--- config.mk ---
export PLATFORM = sky130hd
export DESIGN_NAME = pin_edge_irq
export DESIGN_NICKNAME = d
export VERILOG_FILES = /design/src/rtl/pei_pkg.sv /design/src/rtl/pei_cfg_regs.sv /design/src/rtl/pei_pin_sync.sv /design/src/rtl/pei_edge_chan.sv /design/src/rtl/pin_edge_irq.sv
export SDC_FILE = /design/constraint.sdc
export NUM_CORES = 1
export LEC_CHECK = 0
export BUFFER_PORTS_ARGS = -buffer_cell sky130_fd_sc_hd__buf_4
export CORE_UTILIZATION = 56
export CTS_CLUSTER_DIAMETER = 150
export DETAILED_ROUTE_END_ITERATION = 7
export GPL_TIMING_DRIVEN = 0
export PLACE_DENSITY = 0.83
export SLEW_MARGIN = 5
export SYNTH_ARGS = -nofsm -noshare
export SYNTH_HDL_FRONTEND = slang
export SYNTH_SLANG_ARGS = --single-unit
--- constraint.sdc ---
create_clock -name clk -period 3.15 [get_ports clk]
set_clock_uncertainty 0.15 [all_clocks]
set_input_delay 0.945 -clock clk [delete_from_list [all_inputs] [get_ports clk]]
set_output_delay 0.945 -clock clk [all_outputs]
set_load 0.01 [all_outputs]
--- src/rtl/pei_pkg.sv ---
package pei_pkg;

    typedef enum logic [1:0] {
        EM_OFF  = 2'b00,
        EM_FALL = 2'b01,
        EM_RISE = 2'b10,
        EM_BOTH = 2'b11
    } edge_mode_t;

    typedef enum logic [1:0] {
        EV_NONE = 2'b00,
        EV_UP   = 2'b01,
        EV_DOWN = 2'b10
    } edge_event_t;

    function automatic edge_mode_t mode_of(input logic rise_bit, input logic fall_bit);
        return edge_mode_t'({rise_bit, fall_bit});
    endfunction

endpackage

--- src/rtl/pei_cfg_regs.sv ---
module pei_cfg_regs #(
    parameter int NUM_CH = 4,
    parameter int DATA_W = 8,
    parameter int ADDR_W = 2
) (
    input  logic                       clk,
    input  logic                       rst_n,
    input  logic [ADDR_W-1:0]          bus_addr,
    input  logic                       bus_wr,
    input  logic                       bus_bit_op,
    input  logic [$clog2(DATA_W)-1:0]  bus_bit_idx,
    input  logic [DATA_W-1:0]          bus_wdata,
    output logic [DATA_W-1:0]          bus_rdata,
    output logic [NUM_CH-1:0]          rise_en,
    output logic [NUM_CH-1:0]          fall_en
);
    localparam int IDX_W = $clog2(DATA_W);
    localparam int PAD_W = DATA_W - NUM_CH;
    localparam logic [ADDR_W-1:0] OFS_RISE = ADDR_W'(0);
    localparam logic [ADDR_W-1:0] OFS_FALL = ADDR_W'(1);

    logic [NUM_CH-1:0] rise_q, fall_q;
    logic [NUM_CH-1:0] bit_mask;
    logic              idx_ok;
    logic              hit_rise, hit_fall;

    assign hit_rise = bus_wr && (bus_addr == OFS_RISE);
    assign hit_fall = bus_wr && (bus_addr == OFS_FALL);
    assign idx_ok   = (32'(bus_bit_idx) < NUM_CH);

    always_comb begin
        bit_mask = '0;
        for (int i = 0; i < NUM_CH; i++) begin
            if (bus_bit_idx == IDX_W'(i)) bit_mask[i] = 1'b1;
        end
    end

    function automatic logic [NUM_CH-1:0] next_val(
        input logic [NUM_CH-1:0] cur,
        input logic              bit_op,
        input logic              ok,
        input logic [NUM_CH-1:0] mask,
        input logic [DATA_W-1:0] wd
    );
        logic [NUM_CH-1:0] r;
        if (!bit_op)      r = wd[NUM_CH-1:0];
        else if (!ok)     r = cur;
        else if (wd[0])   r = cur | mask;
        else              r = cur & ~mask;
        return r;
    endfunction

    always_ff @(posedge clk or negedge rst_n) begin
        if (!rst_n) begin
            rise_q <= '0;
            fall_q <= '0;
        end else begin
            if (hit_rise) rise_q <= next_val(rise_q, bus_bit_op, idx_ok, bit_mask, bus_wdata);
            if (hit_fall) fall_q <= next_val(fall_q, bus_bit_op, idx_ok, bit_mask, bus_wdata);
        end
    end

    always_comb begin
        unique case (bus_addr)
            OFS_RISE: bus_rdata = {{PAD_W{1'b0}}, rise_q};
            OFS_FALL: bus_rdata = {{PAD_W{1'b0}}, fall_q};
            default:  bus_rdata = '0;
        endcase
    end

    assign rise_en = rise_q;
    assign fall_en = fall_q;


    reset_clear_chk: assert property (@(posedge clk) disable iff (!rst_n)
        !$past(rst_n) |-> (rise_q == '0 && fall_q == '0));


    bit_write_isolated_chk: assert property (@(posedge clk) disable iff (!rst_n)
        (hit_rise && bus_bit_op) |=> ((rise_q & ~$past(bit_mask)) == ($past(rise_q) & ~$past(bit_mask))));


    stray_offset_chk: assert property (@(posedge clk) disable iff (!rst_n)
        (bus_wr && bus_addr != OFS_RISE && bus_addr != OFS_FALL) |=> ($stable(rise_q) && $stable(fall_q)));

endmodule

--- src/rtl/pei_pin_sync.sv ---
module pei_pin_sync #(
    parameter int STAGES = 2
) (
    input  logic clk,
    input  logic rst_n,
    input  logic pin_raw,
    output logic pin_sync
);
    logic [STAGES-1:0] chain_q;

    generate
        if (STAGES == 1) begin : g_single
            always_ff @(posedge clk or negedge rst_n) begin
                if (!rst_n) chain_q <= '0;
                else        chain_q <= pin_raw;
            end
        end else begin : g_multi
            always_ff @(posedge clk or negedge rst_n) begin
                if (!rst_n) chain_q <= '0;
                else        chain_q <= {chain_q[STAGES-2:0], pin_raw};
            end
        end
    endgenerate

    assign pin_sync = chain_q[STAGES-1];

endmodule

--- src/rtl/pei_edge_chan.sv ---
module pei_edge_chan
    import pei_pkg::*;
(
    input  logic clk,
    input  logic rst_n,
    input  logic lvl,
    input  logic rise_bit,
    input  logic fall_bit,
    input  logic gate,
    output logic req
);
    logic        prev_q;
    logic        req_q;
    logic        hit;
    edge_mode_t  mode;
    edge_event_t ev;

    assign mode = mode_of(rise_bit, fall_bit);

    always_comb begin
        if (lvl == prev_q) ev = EV_NONE;
        else if (lvl)      ev = EV_UP;
        else               ev = EV_DOWN;
    end

    always_comb begin
        unique case (mode)
            EM_OFF:  hit = 1'b0;
            EM_FALL: hit = (ev == EV_DOWN);
            EM_RISE: hit = (ev == EV_UP);
            EM_BOTH: hit = (ev != EV_NONE);
            default: hit = 1'b0;
        endcase
    end

    always_ff @(posedge clk or negedge rst_n) begin
        if (!rst_n) prev_q <= 1'b0;
        else        prev_q <= lvl;
    end

    always_ff @(posedge clk or negedge rst_n) begin
        if (!rst_n) req_q <= 1'b0;
        else        req_q <= hit && gate;
    end

    assign req = req_q;


    off_mode_silent_chk: assert property (@(posedge clk) disable iff (!rst_n)
        req |-> ($past(rise_bit) || $past(fall_bit)));


    gate_blocks_chk: assert property (@(posedge clk) disable iff (!rst_n)
        req |-> $past(gate));


    req_needs_change_chk: assert property (@(posedge clk) disable iff (!rst_n)
        req |-> ($past(lvl) != $past(lvl, 2)));


    fall_only_dir_chk: assert property (@(posedge clk) disable iff (!rst_n)
        (req && $past(mode) == EM_FALL) |-> !$past(lvl));


    rise_only_dir_chk: assert property (@(posedge clk) disable iff (!rst_n)
        (req && $past(mode) == EM_RISE) |-> $past(lvl));

endmodule

--- src/rtl/pin_edge_irq.sv ---
module pin_edge_irq #(
    parameter int NUM_CH = 4,
    parameter int DATA_W = 8,
    parameter int ADDR_W = 2,
    parameter int STAGES = 2
) (
    input  logic                       clk,
    input  logic                       rst_n,
    input  logic [NUM_CH-1:0]          pin_in,
    input  logic [NUM_CH-1:0]          in_mode,
    input  logic [ADDR_W-1:0]          bus_addr,
    input  logic                       bus_wr,
    input  logic                       bus_bit_op,
    input  logic [$clog2(DATA_W)-1:0]  bus_bit_idx,
    input  logic [DATA_W-1:0]          bus_wdata,
    output logic [DATA_W-1:0]          bus_rdata,
    output logic [NUM_CH-1:0]          irq
);
    logic [NUM_CH-1:0] rise_en, fall_en, lvl;

    pei_cfg_regs #(
        .NUM_CH(NUM_CH), .DATA_W(DATA_W), .ADDR_W(ADDR_W)
    ) u_regs (
        .clk(clk), .rst_n(rst_n),
        .bus_addr(bus_addr), .bus_wr(bus_wr), .bus_bit_op(bus_bit_op),
        .bus_bit_idx(bus_bit_idx), .bus_wdata(bus_wdata),
        .bus_rdata(bus_rdata), .rise_en(rise_en), .fall_en(fall_en)
    );

    generate
        for (genvar c = 0; c < NUM_CH; c++) begin : g_ch
            pei_pin_sync #(.STAGES(STAGES)) u_sync (
                .clk(clk), .rst_n(rst_n), .pin_raw(pin_in[c]), .pin_sync(lvl[c])
            );
            pei_edge_chan u_chan (
                .clk(clk), .rst_n(rst_n), .lvl(lvl[c]),
                .rise_bit(rise_en[c]), .fall_bit(fall_en[c]),
                .gate(in_mode[c]), .req(irq[c])
            );
        end
    endgenerate


    reserved_bits_zero_chk: assert property (@(posedge clk) disable iff (!rst_n)
        bus_rdata[DATA_W-1:NUM_CH] == '0);


    reset_no_irq_chk: assert property (@(posedge clk) disable iff (!rst_n)
        !$past(rst_n) |-> irq == '0);

endmodule

======== Word level (Yosys, flattened, before mapping) ========
Cells that the tools add are included.
storage, ports and cells
  bits in registers ....................... 24
  bits of input ports ..................... 25
  output and inout bits ................... 12
  word-level logic and storage cells ...... 90
operators by class
  order comparisons ....................... 1
  eq/ne operators ......................... 29
  muxes and demuxes ....................... 23
  bitwise operators ....................... 5
  reduce and logical (&&, ||, !) cells .... 18
operators with widths
  cell                count
  $eq 2x2->1 const B  12
  $mux 4              6
  $eq 2x1->1 const B  9
  $mux 2              8
  $pmux 1 s4          4
  $logic_not 2->1     5
  $and 4x4->4         2
  $or 4x4->4          2
  $pmux 4 s2          1
  $reduce_bool 2->1   4
  $eq 3x2->1 const B  2
  $logic_and 1x1->1   6
  $eq 1x1->1          4
  $mux 1              4
  $not 4->4           1
  $reduce_and 2->1    2
  $eq 3x1->1 const B  1
  $logic_not 3->1     1
  $lt 3x3->1 const B  1
  $ne 2x1->1 const B  1

======== Logic depth before layout (Yosys ltp) ========
  depth after elaboration ................. 7
  depth in mapped cells ................... 6
  mapped depth without buffers ............ 6

======== By module ========
From an unflattened synthesis, not the netlist that was laid out.
unflattened totals
  cells, all modules ...................... 130
  area, all modules ....................... 1472.7 sq um
modules (own cells, without submodules)
  module         times used  cells each  area an instance (sq um)  seq. area each (sq um)
  pei_edge_chan  4           16          172.7                     50.0
  pei_cfg_regs   1           58          581.8                     200.2
  pei_pin_sync   4           2           50.0                      50.0

======== Least setup slack after synthesis ========
Ideal clock, no wire load.
  path kind ............................... input -> output
  start point ............................. in bus_addr[0]
  end point ............................... out bus_rdata[2]
  arrival ................................. 1.339 ns
  data required time ...................... 2.055 ns
  path slack .............................. 0.716 ns
  stages .................................. 3
  path buffers ............................ 1
  cell sequence ........................... buf_6 > mux2i_1 > nor2_1
between the ends
  longest elaborated chain between the ends .. 2
ends and longest elaborated chain
  item                                           RTL line            RTL
  start, declared                                pin_edge_irq.sv:11  input logic [ADDR_W-1:0] bus_addr,
  $eq 2x1->1 or $logic_not 2->1 (tied branches)  pei_cfg_regs.sv:64  unique case (bus_addr)
  $pmux 4 s2 (*)                                 pei_cfg_regs.sv:64
  end, declared                                  pin_edge_irq.sv:16  output logic [DATA_W-1:0] bus_rdata,
Every way passes the cells marked *; elsewhere a longest branch is shown, timed or not.

======== Worst setup path in the final report ========
Ends and elaborated chain as after synthesis.

==> results.cfg <==
[placed_design]
gp_congestion = 0.8066
hpwl_um = 2059
io_buffers = 27

[critical_path]
worstReg2RegEnd = g_ch[2].u_chan.req
critical-path-max-stage-delay_ns = 0.20
cp-start-kind = primary input
end_kind = output port
cp_top_family = buffers and inverters
rrSetupSlack_ns = 1.75
critical_path_required_ns = 2.05
r2r_cells = 5
crit_slowest_cell = mux2i_1
cp.arrival_ns = 1.48
critPathKind = in2out
critPathBufInv = 2
crit_chain = buf_6 > mux2i_1 > nor2_1 > buf_4
critPathMaxFanout = 6

[floorplan]
io_pins = 37
die_h_um = 53.24
die_w_um = 53.24
start_util_pct = 59.34
coreArea_mm2 = 0.002477
rows = 18
die_area_mm2 = 0.002834

[logic_synthesis]
synth-seq-area-share_pct = 40.85
synth_warnings = 0
ys_types = 30
postSynthAreaPerCell_um2 = 10.43
synthSimpleGateAreaFrac_pct = 13.11
syn_area_mm2 = 0.001470
ys_ff_latch = 24
ys_top_cells_by_area = dfrtp_1 41%, ha_1 17%, inv_1 4.9%
synth_top_family_by_area = adder cells
synth_fa_ha_area_share_pct = 17.02
synth_mux_area_share_pct = 4.511
synth-compound-area-share_pct = 13.53
synth-xor-area-share_pct = 0
synth_top_area_share_pct = 40.85
yosys.area.top_type = dfrtp_1
synthCells = 141

[sta]
setup_viol_count_final = 0
slew_headroom_pct = 62.97
fin_crit_ns = 2.575
finalCritPeriodShare_pct = 81.75
hold_viol = 0
drv_slew = 0
finalSetupTns_ns = 0
rsz0062_at_grt = no
fmax_mhz = 388.4
worstMarginPinSlew_ns = 0.5555

[power]
p_int_uw = 518.2
p_sw_uw = 218.8
power_frac_comb_pct = 28.1
power_frac_seq_pct = 50.0
powerDensity_mw_per_mm2 = 419.2
total_power_uw = 737.0
vdd_ir_drop_max_uv = 287.4
leakage_uw = 0.0009179
p_clk_share_pct = 21.9
p_sw_share_pct = 29.69

[finish]
final_cell_mix = 35 x buf_4, 24 x dfrtp_1, 20 x ha_1
fill_cells = 189
drive_above_1_share_pct = 28.57
areaGrowthSynthToFinish_pct = 19.57
num-nets-final = 221
final_common_cell = buf_4
antenna_cells = 0
post-route-util_pct = 70.96

[clock_network]
ctsResizeCount = 0
insertion_delay_ns = 0.31
clockRootBuffer = clkbuf_4
path_clk_slew_ns = 0.13
cts_tree = built
clk_path_buf_depth = 2
ctsHoldBuffers = 0
cts-htree-levels = 1
clkSinkCount = 24
cts_buffers = 3
cts_setup_buffers = 0

[global_route]
grt_pass1_wl_um = 4443
grt_pass1_vias = 1042
gr-total-overflow = 0
grt_start_max_net_pins = 25
antenna_found_initial = 0
grt_use_total_pct = 21.92

[routing]
drc = 0
ant_nets = 0
avgViaCountPerCell = 5.366
firstDrtPassIters = 4
wire_per_inst_um = 12.93
drt_iter0_drc = 15
drt_wl_total_um = 2651
dr_total_vias = 1100

[min_path]
hp-start = g_ch[1].u_sync.chain_q[0]
hp-class = reg2reg
hold_path_end = g_ch[1].u_sync.chain_q[1]
min_path_cells = 0

[job]
drv_cap = 0

[status]
status = complete, no violations
[worst max path at each step]
stage / from / end / depth (start not counted)
4_1_cts: bus_addr[0] / bus_rdata[2] / 4
3_3_place_gp: bus_addr[0] / bus_rdata[1] / 4
5_1_grt: bus_addr[0] / bus_rdata[0] / 4
3_5_place_dp: bus_addr[0] / bus_rdata[2] / 4
6_report: bus_addr[0] / bus_rdata[2] / 4
2_1_floorplan: bus_addr[0] / bus_rdata[2] / 3
[cells in the mapped netlist, drive strengths merged]
cell,instances
dfrtp,24
ha,20
inv,20
buf,10
nand2,9
a21oi,8
nor2,8
nand2b,7
o21ai,5
a31o,4
mux2i,4
nor3b,4
a2111oi,2
mux2,2
nand3b,2
o211ai,2
o22ai,2
or3b,2
a32oi,1
and2b,1
conb,1
nand3,1
nor2b,1
o31ai,1
[routing by layer]
| layer | global-route usage, % | routed length, um | vias to the layer above |
|---|---|---|---|
| met1 | 26.78 | 1082 | 524 |
| li1 | - | - | 524 |
| met3 | 3.736 | 153 | 4 |
| met5 | 0 | 0 | - |
| met2 | 38.96 | 1383 | 48 |
| met4 | 6.140 | 31 | 0 |
[through the flow]
step / area, um2 / hold slack [ns] / instances / worst slack [ns]
4_1_cts: 1758 / 0.2235 / 205 / 0.5758
2_1_floorplan: 1481 / 0.1812 / 144 / 0.7162
5_1_grt: 1758 / 0.2332 / 205 / 0.5385
3_5_place_dp: 1722 / 0.1934 / 201 / 0.5689
3_3_place_gp: 1722 / 0.1844 / 201 / 0.6042
6_report: 1758 / 0.2187 / 205 / 0.5750
[power groups by stage]
stage                     registers [uW]  logic (uW)  clock network (uW)
after floorplan                      367         132                   0
final                                368         207                 162
after detailed placement             374         205                   0
after CTS                            368         208                 164
after global routing                 372         236                 176
after global placement               371         193                   0
[cells by family after synthesis]
kind of cell	Yosys count
AOI/OAI and AO/OA	25
and+or+nand+nor	35
adders and majority gates	20
DFF	24
other	1
muxes	6
buffers and inverters	30
[layout make-up]
type	count	area, um2	share of cell area, %
repair buffers	27	202.7	11.53
flip-flops and latches	24	600.6	34.16
well taps	30	37.54	2.135
inverters	20	75.07	4.270
clock buffers	4	36.28	2.064
multi-input cells	90	723.2	41.14
plain buffers	10	82.58	4.697
Power figures use the tool's default switching activity.
